`config.mk`:
```
export PLATFORM = sky130hd
export DESIGN_NAME = bypass_mul
export DESIGN_NICKNAME = d
export VERILOG_FILES = /design/src/rtl/bypass_mul_pkg.sv /design/src/rtl/bypass_fa_cell.sv /design/src/rtl/bypass_col_array.sv /design/src/rtl/bypass_row_array.sv /design/src/rtl/bypass_mul.sv
export SDC_FILE = /design/constraint.sdc
export NUM_CORES = 1
export LEC_CHECK = 0
export BUFFER_PORTS_ARGS = -buffer_cell sky130_fd_sc_hd__buf_2
export CORE_MARGIN = 2
export CORE_UTILIZATION = 40
export CTS_CLUSTER_SIZE = 28
export DETAILED_ROUTE_END_ITERATION = 6
export PLACE_DENSITY = 0.57
export SYNTH_ARGS = -nofsm -noshare
export SYNTH_HDL_FRONTEND = slang
export SYNTH_HIERARCHICAL = 1
export SYNTH_SLANG_ARGS = --single-unit
export TNS_END_PERCENT = 50
```
`constraint.sdc`:
```
create_clock -name clk -period 48.5 [get_ports clk]
set_clock_uncertainty 0.05 [all_clocks]
set_input_delay 9.7 -clock clk [delete_from_list [all_inputs] [get_ports clk]]
set_output_delay 9.7 -clock clk [all_outputs]
set_load 0.02 [all_outputs]
```
`src/rtl/bypass_mul_pkg.sv`:
```
package bypass_mul_pkg;

  // Which operand gates the adder cells
  typedef enum logic {
    BYP_COL = 1'b0,  // multiplicand bit per column
    BYP_ROW = 1'b1   // multiplier bit per row
  } byp_mode_e;

endpackage

```
`src/rtl/bypass_fa_cell.sv`:
```
// Full adder with input gating and a sum bypass multiplexer.
module bypass_fa_cell (
  input  logic en,
  input  logic sum_in,
  input  logic pp,
  input  logic cin,
  output logic sum_out,
  output logic cout
);

  logic g_sum, g_pp, g_cin;
  logic fa_s, fa_c;

  // Gate the inputs so that an idle adder sees constant zeros
  assign g_sum = sum_in & en;
  assign g_pp  = pp & en;
  assign g_cin = cin & en;

  assign fa_s = g_sum ^ g_pp ^ g_cin;
  assign fa_c = (g_sum & g_pp) | (g_cin & (g_sum ^ g_pp));

  // Bypassed: forward the incoming partial sum, kill the carry
  assign sum_out = en ? fa_s : sum_in;
  assign cout    = en & fa_c;

endmodule

```
`src/rtl/bypass_col_array.sv`:
```
// Carry-save array, cells gated per multiplicand bit.
// Cell (i,j) sits at flat index j*M+i and has weight i+j.
module bypass_col_array #(
  parameter int M = 16
) (
  input  logic [M-1:0]   a,
  input  logic [M-1:0]   b,
  output logic [2*M-1:0] prod,
  output logic [M*M-1:0] cell_en,
  output logic [M*M-1:0] cell_cout
);

  localparam int NCELL = M * M;

  wire [NCELL-1:0] s_f;
  wire [NCELL-1:0] c_f;
  wire [M-1:0]     hi_x;
  wire [M-1:0]     hi_y;

  for (genvar j = 0; j < M; j++) begin : g_row
    for (genvar i = 0; i < M; i++) begin : g_col
      localparam int IDX = j * M + i;
      wire s_in;
      wire c_in;

      if (j == 0) begin : g_first
        assign s_in = 1'b0;
        assign c_in = 1'b0;
      end else begin : g_next
        if (i == M - 1) begin : g_edge
          assign s_in = 1'b0;
        end else begin : g_inner
          assign s_in = s_f[(j-1)*M + i + 1];
        end
        assign c_in = c_f[(j-1)*M + i];
      end

      bypass_fa_cell u_cell (
        .en      (a[i]),
        .sum_in  (s_in),
        .pp      (a[i] & b[j]),
        .cin     (c_in),
        .sum_out (s_f[IDX]),
        .cout    (c_f[IDX])
      );

      assign cell_en[IDX]   = a[i];
      assign cell_cout[IDX] = c_f[IDX];
    end

    // Column 0 of row j settles product bit j
    assign prod[j] = s_f[j*M];
  end

  // Final carry-propagate stage for the upper half
  for (genvar k = 0; k < M; k++) begin : g_hi
    if (k == M - 1) begin : g_top
      assign hi_x[k] = 1'b0;
    end else begin : g_low
      assign hi_x[k] = s_f[(M-1)*M + k + 1];
    end
    assign hi_y[k] = c_f[(M-1)*M + k];
  end

  assign prod[2*M-1:M] = hi_x + hi_y;

endmodule

```
`src/rtl/bypass_row_array.sv`:
```
// Ripple rows, each gated by one multiplier bit.
// Row j adds a into the accumulator at offset j.
module bypass_row_array #(
  parameter int M = 16
) (
  input  logic [M-1:0]   a,
  input  logic [M-1:0]   b,
  output logic [2*M-1:0] prod,
  output logic [M*M-1:0] cell_en,
  output logic [M*M-1:0] cell_cout
);

  localparam int PW = 2 * M;

  wire [(M+1)*PW-1:0] acc_f;
  wire [M*M-1:0]      c_f;

  assign acc_f[PW-1:0] = '0;

  for (genvar j = 0; j < M; j++) begin : g_row
    for (genvar i = 0; i < M; i++) begin : g_cell
      localparam int IDX = j * M + i;
      wire c_in;

      if (i == 0) begin : g_lsb
        assign c_in = 1'b0;
      end else begin : g_chain
        assign c_in = c_f[IDX - 1];
      end

      bypass_fa_cell u_cell (
        .en      (b[j]),
        .sum_in  (acc_f[j*PW + i + j]),
        .pp      (a[i] & b[j]),
        .cin     (c_in),
        .sum_out (acc_f[(j+1)*PW + i + j]),
        .cout    (c_f[IDX])
      );

      assign cell_en[IDX]   = b[j];
      assign cell_cout[IDX] = c_f[IDX];
    end

    // Bits outside the row's adders pass unchanged; the carry-out lands at j+M
    for (genvar k = 0; k < PW; k++) begin : g_pass
      if (k < j || k > j + M) begin : g_thru
        assign acc_f[(j+1)*PW + k] = acc_f[j*PW + k];
      end else if (k == j + M) begin : g_cout
        assign acc_f[(j+1)*PW + k] = c_f[j*M + M - 1];
      end
    end
  end

  assign prod = acc_f[M*PW +: PW];

endmodule

```
`src/rtl/bypass_mul.sv`:
```
module bypass_mul #(
  parameter int                          M       = 16,
  parameter bypass_mul_pkg::byp_mode_e   MODE    = bypass_mul_pkg::BYP_COL,
  parameter bit                          REG_OUT = 1'b1
) (
  input  logic           clk,
  input  logic           rst,
  input  logic           load_en,
  input  logic [M-1:0]   a,
  input  logic [M-1:0]   b,
  output logic [2*M-1:0] product
);

  localparam int PW    = 2 * M;
  localparam int NCELL = M * M;

  logic [PW-1:0]    comb_prod;
  logic [NCELL-1:0] cell_en;
  logic [NCELL-1:0] cell_cout;

  if (MODE == bypass_mul_pkg::BYP_COL) begin : g_col
    bypass_col_array #(.M(M)) u_array (
      .a         (a),
      .b         (b),
      .prod      (comb_prod),
      .cell_en   (cell_en),
      .cell_cout (cell_cout)
    );
  end else begin : g_row
    bypass_row_array #(.M(M)) u_array (
      .a         (a),
      .b         (b),
      .prod      (comb_prod),
      .cell_en   (cell_en),
      .cell_cout (cell_cout)
    );
  end

  if (REG_OUT) begin : g_reg
    logic [PW-1:0] prod_q;
    always_ff @(posedge clk) begin
      if (rst) begin
        prod_q <= '0;
      end else if (load_en) begin
        prod_q <= comb_prod;
      end
    end
    assign product = prod_q;
  end else begin : g_comb
    assign product = comb_prod;
  end

endmodule

```
==> impl_metrics.tcl <==
set metrics [dict create \
    cp-start-kind "input port" \
    grt_start_max_net_pins 107 \
    power_density_nw_per_um2 10.9 \
    cts_root_buf "clkbuf_16" \
    cpPeakStageDelay_ns 0.61 \
    gp_congestion 0.779 \
    post-place-cells 2933 \
    die_h_um 206 \
    reg2reg_slack_ns 47.79 \
    synth_cells 2290 \
    cts_resized 0 \
    status "complete, no violations" \
    clock.fmax_mhz 41.0 \
    syn_area_um2 16300 \
    vias 13500 \
    holdPathEnd "product[7]$_SDFFE_PP0P_" \
    dp_hpwl_mm 23.7 \
    critPathKind "input port to flip-flop" \
    crit_fanout 105 \
    cts_inserted_buffers 5 \
    final_net_count 2715 \
    holdPathStages 2 \
    grt_pass1_vias 12800 \
    numPortBuffers 66 \
    drc 0 \
    arrival_ns 24.57 \
    cap_violations 0 \
    required_ns 48.68 \
    peakVddDrop_mv 0.0107 \
    rr_worst_depth 2 \
    wire_per_inst_um 9.80 \
    cts_setup_buffers 0 \
    die_x_um 206 \
    ctsHoldBuffers 0 \
    leakagePower_nw 6.41 \
    layout_commonest_cell "nand2_1" \
    n_antenna_cell 0 \
    grt_antenna_before_repair 1 \
    cts_sinks 32 \
    crit_path_frequent_cell "fa_1" \
    clk_pin_slew_ns 0.06 \
    r2r_start "product[0]$_SDFFE_PP0P_" \
    core_area_um2 40600 \
    end_kind "flip-flop" \
    largest_register_ffs 32 \
    fin_crit_sh_pct 50.3 \
    drive_gt1_share_pct 8.05 \
    h-tree-depth 2 \
    min_period_ns 24.40 \
    final.setup.tns_ns 0 \
    start_util_pct 40.3 \
    nFillCells 4255 \
    io_pins 67 \
    grt_usage_pct 14.6 \
    drt_iter0_markers 345 \
    timing.rr.end "product[0]$_SDFFE_PP0P_" \
    final_cell_mix "775 x nand2_1, 257 x and2_1, 257 x fa_1, 190 x nor2_1, 162 x a21oi_1" \
    grt_pass1_wl_mm 53.9 \
    rsz0062_at_grt "false" \
    insertion_delay_ns 0.29 \
    avgSynthCellArea_um2 7.13 \
    ant_nets 0 \
    drt-pass1-iter-count 4 \
    slew_violations 0 \
    cts_tree "done" \
    clk_path_buf_depth 2 \
    min_path_type "flip-flop to flip-flop" \
    holdCritStartpoint "product[7]$_SDFFE_PP0P_" \
    setup_viol 0 \
    stdcell_count 2941 \
    fp-row-count 74 \
    tightest_slew_ns 0.978 \
    relSlewSlack_pct 34.8 \
    grt_overflow_total 0 \
    cp_slowest_cell "buf_4" \
    wl_mm 28.8 \
    whs_ns 0.437 \
    fp.dieArea_um2 42400 \
    finalHoldViolations 0 \
    routed_via_density 4.59 \
    yosys_warnings 6 \
    area_growth_pct 7.99 \
]
-- critical path, delay by kind of cell --
kind | cells | cell delay, ns
buffers and inverters | 2 | 0.69
AND/OR/NAND/NOR | 22 | 2.58
adder cells (fa/ha/maj) | 18 | 8.03
AO/OA/AOI/OAI | 13 | 2.81
multiplexers | 4 | 0.71
-- area by class of cell --
type	instances	area (µm²)	area share, %
timing repair buffer	78	433	2.46
inverter	103	387	2.19
multi-input combinational	2188	15400	87.1
clock inverter	3	23.8	0.135
clock buffer	5	125	0.710
tap	532	666	3.78
sequential	32	641	3.63
-- report_power, final --
| group | internal [mW] | total (mW) | switching [mW] |
|---|---|---|---|
| clock network | 0.0191 | 0.0326 | 0.0135 |
| registers | 0.0286 | 0.0296 | 0.000997 |
| logic | 0.0503 | 0.130 | 0.0795 |
-- layer usage --
metal | part of all wire, % | up-vias | track usage (%)
met5 | 0 | - | 0
met4 | 0.57 | 0 | 1.81
met3 | 1.3 | 12 | 0.915
met2 | 49 | 63 | 28.3
met1 | 50 | 6116 | 18.0
li1 | - | 7295 | -
-- worst max-delay path by stage --
stage	slack [ns]	endpoint	depth (start not counted)	from
detailed placement	23.82	product[26]$_SDFFE_PP0P_	60	a[12]
floorplan	25.94	product[24]$_SDFFE_PP0P_	59	b[0]
finish	24.10	product[30]$_SDFFE_PP0P_	59	a[12]
global placement	24.03	product[26]$_SDFFE_PP0P_	60	a[12]
CTS	24.07	product[26]$_SDFFE_PP0P_	60	a[12]
global route	22.75	product[30]$_SDFFE_PP0P_	59	a[12]
-- through the flow --
step	util (%)	setup slack (ns)	power, mW	cell area [µm²]
3_3_place_gp	43.1	24.03	0.157	17500
5_1_grt	43.5	22.75	0.219	17600
4_1_cts	43.5	24.07	0.196	17600
6_report	43.5	24.10	0.192	17600
3_5_place_dp	43.1	23.82	0.162	17500
2_1_floorplan	-	25.94	0.125	16600
Note: power is estimated with default switching activity, not from simulation.
